--- src/rtl/rom_strobe_seq.sv ---
module rom_strobe_seq #(
  parameter int ADDR_W     = 13,
  parameter int END_ADDR   = 6399,
  parameter int SAMPLE_GAP = 800,
  parameter int POR_CYCLES = 640000
) (
  input  logic       clk,
  input  logic       rst,
  output logic [7:0] strobe,
  output logic       seq_start
);
  localparam int LOW_W = ADDR_W - 1;
  localparam int POR_W = $clog2(POR_CYCLES + 1);

  logic [POR_W-1:0]  por_cnt;
  logic              hold;
  logic              half;
  logic [LOW_W-1:0]  lo;
  logic              hi;
  logic              rst_seen;
  logic [ADDR_W-1:0] addr;
  logic              seq_rst;

  assign addr      = {hi, lo};
  assign seq_rst   = hold | strobe[7];
  assign seq_start = rst_seen & ~seq_rst;

  function automatic logic [7:0] pattern(input logic [ADDR_W-1:0] a);
    logic [31:0] ai;
    logic [7:0]  w;
    ai   = {{(32-ADDR_W){1'b0}}, a};
    w[0] = (ai < 32'(8*SAMPLE_GAP)) && (ai % 32'(SAMPLE_GAP) == 32'd0);
    w[1] = (ai == 32'd0);
    w[2] = a[ADDR_W-1];
    w[6:3] = a[3:0];
    w[7] = (ai == 32'(END_ADDR));
    return w;
  endfunction

  always_ff @(posedge clk) begin
    if (rst) begin
      por_cnt <= '0;
      hold    <= 1'b1;
    end else if (hold) begin
      por_cnt <= por_cnt + 1'b1;
      if (por_cnt == POR_W'(POR_CYCLES - 1)) hold <= 1'b0;
    end
  end

  always_ff @(posedge clk) begin
    if (rst || seq_rst) begin
      half <= 1'b0;
      lo   <= '0;
      hi   <= 1'b0;
    end else begin
      half <= ~half;
      if (half) begin
        lo <= lo + 1'b1;
        if (&lo) hi <= ~hi;
      end
    end
  end

  always_ff @(posedge clk) begin
    if (rst) begin
      strobe   <= '0;
      rst_seen <= 1'b1;
    end else begin
      strobe   <= pattern(addr);
      rst_seen <= seq_rst;
    end
  end

  a_r2_hold_at_zero: assert property (@(posedge clk) disable iff (rst)
    hold |-> (addr == '0 && !half));

  a_r3_address_held: assert property (@(posedge clk) disable iff (rst)
    (!seq_rst && !half) |=> (addr == $past(addr)));

  a_r5_upper_toggle: assert property (@(posedge clk) disable iff (rst)
    (!seq_rst && half && (&lo)) |=> (hi != $past(hi)));

  a_r6_end_restart: assert property (@(posedge clk) disable iff (rst)
    strobe[7] |=> (addr == '0 && !half));

  a_r7_single_pulse: assert property (@(posedge clk) disable iff (rst)
    seq_start |=> !seq_start);

  a_r7_pulse_origin: assert property (@(posedge clk) disable iff (rst)
    seq_start |-> (addr == '0 && !half && !hold));
endmodule

--- config.mk ---
export PLATFORM = sky130hd
export DESIGN_NAME = rom_strobe_seq
export DESIGN_NICKNAME = d
export VERILOG_FILES = /design/src/rtl/rom_strobe_seq.sv
export SDC_FILE = /design/constraint.sdc
export NUM_CORES = 1
export LEC_CHECK = 0
export BUFFER_PORTS_ARGS = -buffer_cell sky130_fd_sc_hd__buf_2
export CAP_MARGIN = 20
export CELL_PAD_IN_SITES_DETAIL_PLACEMENT = 1
export CELL_PAD_IN_SITES_GLOBAL_PLACEMENT = 1
export CORE_MARGIN = 1.5
export CORE_UTILIZATION = 50
export CTS_BUF_LIST = sky130_fd_sc_hd__clkbuf_8 sky130_fd_sc_hd__clkbuf_16
export DETAILED_ROUTE_END_ITERATION = 6
export PLACE_DENSITY = 0.82
export RECOVER_POWER = 25
export SLEW_MARGIN = 0
export SYNTH_ARGS = -nofsm -noshare
export SYNTH_HDL_FRONTEND = slang
export SYNTH_SLANG_ARGS = --single-unit
--- constraint.sdc ---
create_clock -name clk -period 8.4 [get_ports clk]
set_input_delay 0.84 -clock clk [delete_from_list [all_inputs] [get_ports clk]]
set_output_delay 0.84 -clock clk [all_outputs]
set_load 0.02 [all_outputs]
# After elaboration in Yosys (flattened, before gate mapping)

Index checks and enable logic that the tools add are counted.

Flip-flop bits (word level): 44
Input bits: 2
Output and inout bits: 9

Add/subtract/negate cells: 2
Div/mod/pow operators: 1
$lt $le $gt $ge: 1
Eq/ne operators: 2
Multiplexer cells: 2
Bitwise operators: 5
Reductions and logical operators: 5

Operators with widths:

| kind                   | number |
|---|---|
| $logic_not 32->1       | 1 |
| $mod 13x10->32 const B | 1 |
| $add 20x1->20 const B  | 1 |
| $eq 20x20->1 const B   | 1 |
| $eq 13x13->1 const B   | 1 |
| $logic_not 13->1       | 1 |
| $lt 13x13->1 const B   | 1 |
| $reduce_and 13->1      | 1 |
| $add 12x1->12 const B  | 1 |
| $not 1->1              | 3 |
| $mux 1                 | 2 |
| $and 1x1->1            | 1 |
| $logic_and 1x1->1      | 1 |
| $logic_or 1x1->1       | 1 |
| $or 1x1->1             | 1 |

# Depth between registers and ports, before layout

Gate-level depths: netlist (run 1).

Depth after elaboration: 3
Depth in mapped cells: 13
Gate-level depth less buffers: 12

# Worst setup path after synthesis (run 1)

No wires, ideal clock.

Path kind: register -> register
From: register lo[10]
To: register strobe[0]
Library setup time: 0.086 ns
Arrival time: 3.132 ns
Data required time: 8.314 ns
Slack: 5.182 ns
Cell stages (with the launch flop): 13
Path buffers: 1
Clock period less this slack: 3.218 ns
Path through: dfxtp_1 buf_2 nor3_4 nor2_1 ha_1 nand2b_1 o31ai_2 o211ai_1 o32ai_4 nor3_2 a211oi_2 or4b_1 a221oi_2

Word-level cells in the longest chain between the ends: 3

Ends and longest elaborated chain:

| element                | line | text |
|---|---|---|
| start, declared        | 18   | `logic [LOW_W-1:0] lo;` |
| start signal, assigned | 58   | `lo <= lo + 1'b1;` |
| $mod 13x10->32         | 32   | `w[0] = (ai < 32'(8*SAMPLE_GAP)) && (ai % 32'(SAMPLE_GAP) == 32'd0);` |
| $logic_not 32->1       | 32   |  |
| $logic_and 1x1->1 *    | 32   |  |
| end signal, assigned   | 69   | `strobe <= pattern(addr);` |
| end, declared          | 9    | `output logic [7:0] strobe,` |

Mark *: on every way between the ends. The rest lies on a longest branch, timed or not.
A chain may end at the register's enable or synchronous reset.

# Worst setup path after layout (run 1)

From: register lo[8]
To: register strobe[0]

The elaborated chain is that of the path after synthesis.

==> results.md, run 1 <==
- Core footprint: 4750 sq um
- Post-Synth Adder-Cell Area: 0.0240
- HP Start: lo[1]$_SDFFE_PP0P_
- Antenna Nets Post-Route: 0
- Crit-path max cell delay: 0.48 ns
- Max cap viols: 0
- CP delay by family, top: compound AO/OA/AOI/OAI gates
- Peak VDD IR: 0.0000881 V
- First-pass GRT wire length: 9.81 mm
- Vias/cell: 5.76
- Vert. Die Dim: 73.7 um
- CTS clock-pin slew for the worst setup and hold paths: 0.09 ns
- Placer Congestion: 0.837
- Total I/O pin count: 11
- Post-DP Area: 2560 sq um
- Site Rows: 25
- Status: completed
- Simple-gate share of the synthesized area: 0.290
- Hold_buf cts: 0
- Async SR Flop Fraction: 0
- Syn avg cell area: 8.36 sq um
- Die W: 73.7 um
- WL final: 5.71 mm
- Clk_lat worst skew: 0.30 ns
- Compound-cell area share of the yosys netlist: 0.180
- Main flop type after synthesis: dfxtp_1
- DR vias: 2114
- Synth-to-layout area growth: 6.71%
- Kind of critical path: flip-flop to flip-flop
- Total die area: 5430 sq um
- CTS sink count: 44
- Setup Slack @ Placement: 4.69 ns
- Layout cells sized above 1: 0.0967
- Setup bufs post-CTS: 0
- Number of diodes: 0
- Internal reg-to-reg setup slack: 4.69 ns
- Worst r2r dst: strobe[0]$_SDFF_PP0_
- Lkg Pwr: 0.943 nW
- Port Buffers: 10
- Num CTS Buffers: 5
- Final Cell Area: 2670 sq um
- Clock Skew: 0.00685 ns
- FF-to-FF Start: lo[8]$_SDFFE_PP0P_
- Crit. End Element: flip-flop
- Nets: 305
- Initial DRC count: 164
- Min-Delay Path Depth: 2
- Worst Path Required: 8.62 ns
- Post-synthesis mux area share: 0.0160
- YS warnings: 0
- Largest net degree at the start of global routing: 29
- Post-synth EDFFs: 0
- Cell Area, Synth: 2500 sq um
- Register area share after synthesis: 0.353
- Worst Hold End: strobe[4]$_SDFF_PP0_
- Slew Limit Headroom: 0.215
- Final min period: 3.71 ns
- Final setup violation count: 0
- Syn_nets: 305
- Fin. Hold Viols: 0
- Hold Crit Class: flip-flop to flip-flop
- Initial antenna violation count: 0
- Min setup slack post-route: 4.69 ns
- RSZ-0062 raised after global routing: false
- DR pass1 iterations: 4
- Worst-margin pin slew: 1.18 ns
- CP Data Arrival Time: 3.93 ns
- Max-slew violation count: 0
- Most frequent cells in the layout: nor2_1, dfxtp_1, nand2_1
- Fmax: 270 MHz
- Crit-path cells: nor3_4 -> nor2_1 -> ha_1 -> nand2b_1 -> o31ai_2 -> o211ai_1 -> o32ai_4 -> nor3_2 -> a211oi_2 -> or4b_1 -> a221oi_2
- Post-DP HPWL: 4.12 mm
- Core Util, Final: 0.561
- Post-route DRC: 0
- Clock Path Buffers: 2
- Slowest CP cell: or4b_1
- H-tree levels: 2
- Worst-path fanout max: 15
- Root buffer cell: clkbuf_8
- R2r worst-path depth: 11
- Initial Util: 0.526
- All-Layer GR Usage: 0.231
- Wire per inst: 15.6 um
- Power Dens Cells: 144 nW/um^2
- Synth Area in XOR/XNOR: 0.0946
- Count of cell types in the netlist: 66
- Bufs and invs on worst path: 0
- Final setup TNS: 0 ns
- Largest family of logic cells by synthesized area: simple AND/OR/NAND/NOR gates
- Vias in the first global route: 2076
- CP startpoint kind: flip-flop
- Seq cells post-synth: 44
- Period utilisation layout: 0.441
- TritonCTS clock tree: done
- Grt ovf: 0
- Synth Instances: 299
- CTS resizes: 0
-- cell type report --
| type | instances | area (sq um) |
|---|---|---|
| fill | 593 | 2090 |
| multi-input combinational | 230 | 1510 |
| sequential | 44 | 881 |
| tap | 67 | 83.8 |
| clock buffer | 5 | 68.8 |
| timing repair buffer | 10 | 47.5 |
| clock inverter | 3 | 42.5 |
| inverter | 8 | 30.0 |
-- synth_stat cells, drive strengths merged (4+ instances only) --
cell | count | area share
a21oi | 9 | 0.018
and3 | 6 | 0.015
nand2 | 20 | 0.030
xnor2 | 13 | 0.046
xor2 | 14 | 0.049
mux2i | 4 | 0.016
inv | 8 | 0.012
nand2b | 8 | 0.020
clkbuf | 11 | 0.017
nand3 | 11 | 0.022
o21ai | 10 | 0.022
or3 | 8 | 0.020
buf | 6 | 0.014
nor3 | 12 | 0.031
nand4 | 8 | 0.020
nor2 | 46 | 0.071
dfxtp | 44 | 0.35
ha | 4 | 0.020
-- through the flow --
step	power [mW]	std cells	hold slack (ns)
global placement	0.225	359	0.484
floorplan	0.223	299	0.463
finish	0.383	367	0.512
CTS	0.388	367	0.510
global route	0.397	367	0.543
detailed placement	0.225	359	0.496
-- flip-flops by register name, indices dropped and copies added, names as in the netlist --
name,cells
lo,12
half,1
por_cnt,20
hi,1
hold,1
strobe,8
rst_seen,1
-- kinds of logic after synthesis --
group,after synthesis
adder cells (fa/ha/maj),5
multiplexers,4
flip-flops,44
buffers and inverters,25
XOR/XNOR,27
AND/OR/NAND/NOR,139
AO/OA/AOI/OAI,55
-- layer usage --
layer / vias to the layer above / part of all wire / wire length, um / track usage
met5: - / 0 / 0 / 0
met4: 0 / 0.0096 / 55 / 0.0617
met1: 1024 / 0.49 / 2820 / 0.311
met3: 5 / 0.023 / 131 / 0.0453
met2: 16 / 0.47 / 2710 / 0.377
li1: 1069 / - / - / -
-- worst max path at each step --
| stage | startpoint | end | slack, ns | cells past startpoint |
|---|---|---|---|---|
| 3_5_place_dp | lo[8]$_SDFFE_PP0P_ | strobe[0]$_SDFF_PP0_ | 4.69 | 11 |
| 6_report | lo[8]$_SDFFE_PP0P_ | strobe[0]$_SDFF_PP0_ | 4.69 | 11 |
| 5_1_grt | lo[9]$_SDFFE_PP0P_ | strobe[0]$_SDFF_PP0_ | 4.34 | 11 |
| 2_1_floorplan | lo[10]$_SDFFE_PP0P_ | strobe[0]$_SDFF_PP0_ | 5.18 | 12 |
| 3_3_place_gp | lo[8]$_SDFFE_PP0P_ | strobe[0]$_SDFF_PP0_ | 4.82 | 11 |
| 4_1_cts | lo[8]$_SDFFE_PP0P_ | strobe[0]$_SDFF_PP0_ | 4.68 | 11 |
-- worst reg2reg max path: stages, from the launching register on --
cell	delay, ns
dfxtp_1	0.47
nor3_4	0.41
nor2_1	0.08
ha_1	0.34
nand2b_1	0.22
o31ai_2	0.33
o211ai_1	0.33
o32ai_4	0.39
nor3_2	0.07
a211oi_2	0.24
or4b_1	0.48
a221oi_2	0.26
-- power by group --
part	total, mW	leakage (nW)	internal, mW	switching, mW
Clock	0.163	0.0541	0.0880	0.0752
Combinational	0.00812	0.533	0.00303	0.00509
Sequential	0.212	0.356	0.210	0.00146
Total	0.383	0.943	0.301	0.0818
No activity file was read; power rests on OpenSTA's default activity.
==> inputs of run 2 (changes only) <==
CORE_UTILIZATION = 42   (was 50)
PLACE_DENSITY = 0.73   (was 0.82)
clock period = 3.1 ns   (was 8.4 ns; I/O delays follow)
==> run 2 against run 1 <==
Compared with the run above: count of clock-buffer cells in the layout unchanged; maximum frequency up 23%; non-clock buffer count up 17; via count up 4.2%; sequential share of layout area down 2.0 points; final area up 6.3%; power rose to 2.7 times the previous value; highest routed layer unchanged.
==> results.md, run 2 (same netlist as run 1, synthesis figures left out) <==
- Hold_buf cts: 0 (unchanged)
- Total power: 1.04 mW (was 0.383 mW)
- Setup Slack @ Placement: 0.00705 ns (was 4.69 ns)
- Most frequent cells in the layout: nor2_1, dfxtp_1, nand2_1 (unchanged)
- Max-slew violation count: 0 (unchanged)
- All-Layer GR Usage: 0.209 (was 0.231)
- Num CTS Buffers: 5 (unchanged)
- Largest net degree at the start of global routing: 29 (unchanged)
- Post-DP HPWL: 4.54 mm (was 4.12 mm)
- Placer Congestion: 0.855 (was 0.837)
- Initial DRC count: 132 (was 164)
- Worst Path Required: 3.32 ns (was 8.62 ns)
- Worst Hold End: strobe[4]$_SDFF_PP0_ (unchanged)
- Status: completed (unchanged)
- Max FFs per register: 20 (unchanged)
- RSZ-0062 raised after global routing: true (was false)
- Worst-margin pin slew: 1.14 ns (was 1.18 ns)
- Multi-input logic area: 1550 sq um (was 1510 sq um)
- Initial Util: 0.446 (was 0.526)
- DR vias: 2203 (was 2114)
- Core footprint: 5610 sq um (was 4750 sq um)
- Period utilisation layout: 0.974 (was 0.441)
- Nets: 322 (was 305)
- Min-Delay Path Depth: 2 (unchanged)
- CTS clock-pin slew for the worst setup and hold paths: 0.09 ns (about the same)
- Worst-path fanout max: 4 (was 15)
- Register area: 881 sq um (unchanged)
- Site Rows: 27 (was 25)
- WL final: 6.21 mm (was 5.71 mm)
- Port Buffers: 10 (unchanged)
- FF-to-FF Start: lo[8]$_SDFFE_PP0P_ (unchanged)
- Die W: 80.1 um (was 73.7 um)
- Vias in the first global route: 2201 (was 2076)
- Total I/O pin count: 11 (unchanged)
- Wire per inst: 16.0 um (was 15.6 um)
- Antenna Nets Post-Route: 0 (unchanged)
- R2r worst-path depth: 11 (unchanged)
- Vert. Die Dim: 80.1 um (was 73.7 um)
- Kind of critical path: flip-flop to flip-flop (unchanged)
- Core Util, Final: 0.505 (was 0.561)
- Slew Limit Headroom: 0.241 (was 0.215)
- DR pass1 iterations: 4 (unchanged)
- Root buffer cell: clkbuf_8 (unchanged)
- Final setup violation count: 0 (unchanged)
- Fin. Hold Viols: 0 (unchanged)
- Synth-to-layout area growth: 13.4% (was 6.71%)
- Final min period: 3.02 ns (was 3.71 ns)
- Worst r2r dst: strobe[0]$_SDFF_PP0_ (unchanged)
- Peak VDD IR: 0.000346 V (was 0.0000881 V)
- Grt ovf: 0 (unchanged)
- CP startpoint kind: flip-flop (unchanged)
- Final cell count without fillers: 389 (was 367)
- Biggest regs: por_cnt (20), lo (12), strobe (8) (unchanged)
- Crit. End Element: flip-flop (unchanged)
- Clock Path Buffers: 2 (unchanged)
- First-pass GRT wire length: 10.5 mm (was 9.81 mm)
- HP Start: lo[1]$_SDFFE_PP0P_ (unchanged)
- Fmax: 331 MHz (was 270 MHz)
- CP startpoint: lo[8]$_SDFFE_PP0P_ (unchanged)
- Vias/cell: 5.66 (was 5.76)
- Power Dens Cells: 366 nW/um^2 (was 144 nW/um^2)
- Post-route DRC: 0 (unchanged)
- Min setup slack post-route: 0.0807 ns (was 4.69 ns)
- Most flops, register: por_cnt (unchanged)
- Hold Crit Class: flip-flop to flip-flop (unchanged)
- Initial antenna violation count: 0 (unchanged)
- DP Cell Count: 375 (was 359)
- Layout cells sized above 1: 0.142 (was 0.0967)
- Clk_lat worst skew: 0.31 ns (was 0.30 ns)
- Total die area: 6420 sq um (was 5430 sq um)
- Internal reg-to-reg setup slack: 0.08 ns (was 4.69 ns)
- CTS sink count: 44 (unchanged)
- Max cap viols: 0 (unchanged)
- Number of diodes: 0 (unchanged)
- Clock Skew: 0.00603 ns (was 0.00685 ns)
- Lkg Pwr: 1.02 nW (was 0.943 nW)
- TritonCTS clock tree: done (unchanged)
- H-tree levels: 2 (unchanged)
- Number of fill cells: 707 (was 593)
- CP Data Arrival Time: 3.24 ns (was 3.93 ns)
[run 2: worst max path at each step]
stage / cells after the start / slack [ns] / end
floorplan: 12 / -0.11 / strobe[0]$_SDFF_PP0_
global placement: 12 / 0.16 / strobe[0]$_SDFF_PP0_
detailed placement: 12 / 0.007 / strobe[0]$_SDFF_PP0_
CTS: 11 / 0.04 / strobe[0]$_SDFF_PP0_
global route: 11 / -0.09 / strobe[0]$_SDFF_PP0_
finish: 11 / 0.08 / strobe[0]$_SDFF_PP0_
[run 2: metal layers]
metal  wire, um  track usage  share of wire  up-vias
li1           -            -              -     1093
met1       2950        0.264           0.48     1082
met2       3020        0.350           0.49       21
met3        148       0.0398          0.024        7
met4         83       0.0759          0.013        0
met5          0            0              0        -
[run 2: area by class of cell]
cell class,instances,area share
Inverter,8,0.0106
Tap cell,72,0.0318
Clock inverter,3,0.0150
Multi-Input combinational cell,230,0.548
Clock buffer,5,0.0243
Sequential cell,44,0.311
Timing Repair Buffer,27,0.0596
[run 2: metrics by stage]
stage	hold WS, ns	setup TNS (ns)	instance area, sq um
after CTS	0.439	0	2780
final	0.496	0	2830
after global placement	0.490	0	2660
after floorplan	0.463	-0.106	2510
after global routing	0.516	-0.0874	2830
after detailed placement	0.488	0	2660
[run 2: power by group]
part	internal (mW)	switching (mW)
Clock	0.238	0.203
Combinational	0.00801	0.0142
Sequential	0.569	0.00380
Total	0.816	0.221
[run 2: repair_timing]
item                                    in CTS  in global routing
buffers inserted                             0                  6
resized for setup                            1                  4
gates cloned                                 0                  0
endpoints found under the setup margin       1                  1
pin swaps                                    0                  6
[run 2: critical path, cell delays in order (launching register included)]
cell      delay (ns)
dfxtp_1         0.34
nor3_4          0.20
nor2_1          0.06
ha_1            0.34
and3b_1         0.22
a22oi_1         0.18
o211ai_1        0.21
o32ai_4         0.33
nor3_2          0.07
a211oi_2        0.22
or4b_1          0.49
a221oi_2        0.29
==> inputs of run 3 (changes only) <==
clock period = 2.7 ns   (was 3.1 ns; I/O delays follow)
==> run 3 against run 2 <==
Compared with the run above: the run now ends with negative setup slack left; cell count is 3.6% higher; clock power is 3% lower; hold slack better by 0.015 ns; routed wire length is 2.9% higher; non-clock buffer count increased by 14; critical path depth unchanged; combinational power up 20%; highest routed layer unchanged.
==> results.md, run 3 (same netlist as run 1, synthesis figures left out) <==
- Total die area: 6420 sq um (unchanged)
- Clock Skew: 0.00917 ns (was 0.00603 ns)
- Failing checks: negative setup slack
- Final cell count without fillers: 403 (was 389)
- Worst-margin pin slew: 1.19 ns (was 1.14 ns)
- Final setup TNS: -0.230 ns (was 0 ns)
- Commonest non-fill, non-tap cell in the layout: nor2_1
- Power Dens Cells: 380 nW/um^2 (was 366 nW/um^2)
- First-pass GRT wire length: 11.0 mm (was 10.5 mm)
- Number of fill cells: 707 (unchanged)
- CP startpoint kind: flip-flop (unchanged)
- Max-slew violation count: 0 (unchanged)
- Lkg Pwr: 1.08 nW (was 1.02 nW)
- WL final: 6.38 mm (was 6.21 mm)
- Kind of critical path: flip-flop to flip-flop (unchanged)
- Root buffer cell: clkbuf_8 (unchanged)
- Placer Congestion: 0.895 (was 0.855)
- Port Buffers: 10 (unchanged)
- Hold_buf cts: 0 (unchanged)
- Wire per inst: 15.8 um (was 16.0 um)
- Worst Path Required: 2.92 ns (was 3.32 ns)
- RSZ-0062 raised after global routing: true (unchanged)
- DR pass1 iterations: 4 (unchanged)
- Biggest regs: por_cnt (20), lo (12), strobe (8) (unchanged)
- Number of diodes: 0 (unchanged)
- Peak VDD IR: 0.000242 V (was 0.000346 V)
- Slew Limit Headroom: 0.204 (was 0.241)
- Hold Crit Class: flip-flop to flip-flop (unchanged)
- Crit path to: strobe[0]$_SDFF_PP0_ (unchanged)
- Status: finished with violations (was completed)
- Clock Path Buffers: 2 (unchanged)
- Nets: 336 (was 322)
- Layout cells sized above 1: 0.184 (was 0.142)
- CTS sink count: 44 (unchanged)
- Final setup violation count: 1 (was 0)
- Worst-path fanout max: 3 (was 4)
- All-Layer GR Usage: 0.220 (was 0.209)
- Worst r2r dst: strobe[0]$_SDFF_PP0_ (unchanged)
- Fin. Hold Viols: 0 (unchanged)
- Total power: 1.11 mW (was 1.04 mW)
- Most flops, register: por_cnt (unchanged)
- Synth-to-layout area growth: 17.3% (was 13.4%)
- DR vias: 2263 (was 2203)
- Period utilisation layout: 1.09 (was 0.974)
- Min setup slack post-route: -0.230 ns (was 0.0807 ns)
- Largest net degree at the start of global routing: 29 (unchanged)
- Total I/O pin count: 11 (unchanged)
- FF-to-FF Start: lo[8]$_SDFFE_PP0P_ (unchanged)
- Most frequent cells in the layout: nor2_1, dfxtp_1, buf_4 (was nor2_1, dfxtp_1, nand2_1)
- CTS clock-pin slew for the worst setup and hold paths: 0.09 ns (about the same)
- Vias/cell: 5.62 (was 5.66)
- Clk_lat worst skew: 0.31 ns (about the same)
- Max cap viols: 0 (unchanged)
- H-tree levels: 2 (unchanged)
- Die W: 80.1 um (unchanged)
- CP Data Arrival Time: 3.15 ns (was 3.24 ns)
- R2r worst-path depth: 11 (unchanged)
- Antenna Nets Post-Route: 0 (unchanged)
- Initial Util: 0.446 (unchanged)
- Vert. Die Dim: 80.1 um (unchanged)
- Max FFs per register: 20 (unchanged)
- Crit. End Element: flip-flop (unchanged)
- Fmax: 341 MHz (was 331 MHz)
- Internal reg-to-reg setup slack: -0.23 ns (was 0.08 ns)
- Num CTS Buffers: 5 (unchanged)
- Final min period: 2.93 ns (was 3.02 ns)
- Site Rows: 27 (unchanged)
- CP startpoint: lo[8]$_SDFFE_PP0P_ (unchanged)
- Post-route DRC: 0 (unchanged)
- Core footprint: 5610 sq um (unchanged)
- Initial antenna violation count: 0 (unchanged)
- Vias in the first global route: 2267 (was 2201)
- Grt ovf: 0 (unchanged)
- DP Cell Count: 394 (was 375)
- Initial DRC count: 113 (was 132)
- TritonCTS clock tree: done (unchanged)
- Post-DP HPWL: 4.65 mm (was 4.54 mm)
-- run 3: changes by cell type in the layout (fill, tap and decap cells not counted), sizes merged --
cell    previous run  this run
buf               20        33
bufinv             1         0
inv                8         9
clkbuf            12        13
-- run 3: per-layer routing --
| metal | vias up | track usage | wire length (um) |
|---|---|---|---|
| met4 | 0 | 0.0845 | 131 |
| met1 | 1098 | 0.280 | 3060 |
| met5 | - | 0 | 0 |
| met2 | 22 | 0.371 | 3080 |
| met3 | 13 | 0.0330 | 113 |
| li1 | 1130 | - | - |
-- run 3: cell type report --
type	count	area [sq um]	share of cell area
Inverter	8	30.0	0.0102
Timing Repair Buffer	41	273	0.0931
Multi-Input combinational cell	230	1570	0.534
Clock inverter	3	21.3	0.00726
Clock buffer	5	68.8	0.0235
Sequential cell	44	882	0.301
Tap cell	72	90.1	0.0307
-- run 3: critical path, cell delays in order, from the launching register on --
cell and delay (ns):
dfxtp_2 0.34, nor3_4 0.18, nor2_1 0.07, ha_1 0.31
and3b_1 0.21, a22oi_1 0.16, o211ai_1 0.20, o32ai_4 0.32
nor3_2 0.07, a211oi_2 0.20, or4b_4 0.50, a221oi_2 0.27
-- run 3: worst min-delay path by stage --
| stage | start | to | slack (ns) | cells past startpoint |
|---|---|---|---|---|
| 2_1_floorplan | lo[1]$_SDFFE_PP0P_ | strobe[4]$_SDFF_PP0_ | 0.46 | 2 |
| 3_5_place_dp | lo[1]$_SDFFE_PP0P_ | strobe[4]$_SDFF_PP0_ | 0.50 | 2 |
| 6_report | lo[1]$_SDFFE_PP0P_ | strobe[4]$_SDFF_PP0_ | 0.51 | 2 |
| 5_1_grt | lo[1]$_SDFFE_PP0P_ | strobe[4]$_SDFF_PP0_ | 0.54 | 2 |
| 3_3_place_gp | lo[1]$_SDFFE_PP0P_ | strobe[4]$_SDFF_PP0_ | 0.49 | 2 |
| 4_1_cts | rst | strobe[4]$_SDFF_PP0_ | 0.40 | 2 |
-- run 3: through the flow --
stage | instance area, sq um | worst slack, ns | util | hold slack (ns)
after floorplan | 2510 | -0.506 | - | 0.463
after global placement | 2810 | -0.135 | 0.500 | 0.487
after detailed placement | 2810 | -0.254 | 0.500 | 0.501
after CTS | 2910 | -0.230 | 0.519 | 0.402
after global routing | 2930 | -0.396 | 0.523 | 0.536
final | 2930 | -0.230 | 0.523 | 0.511
-- run 3: repair_timing --
| action | in CTS | in global routing |
|---|---|---|
| gates resized for setup | 3 | 4 |
| pin swaps | 2 | 4 |
| setup endpoints to repair | 1 | 1 |
| setup buffers | 1 | 0 |
-- run 3: report_power, final --
group	internal, mW	switching (mW)
sequential	0.654	0.00462
combinational	0.00950	0.0172
clock	0.184	0.245
total	0.847	0.266
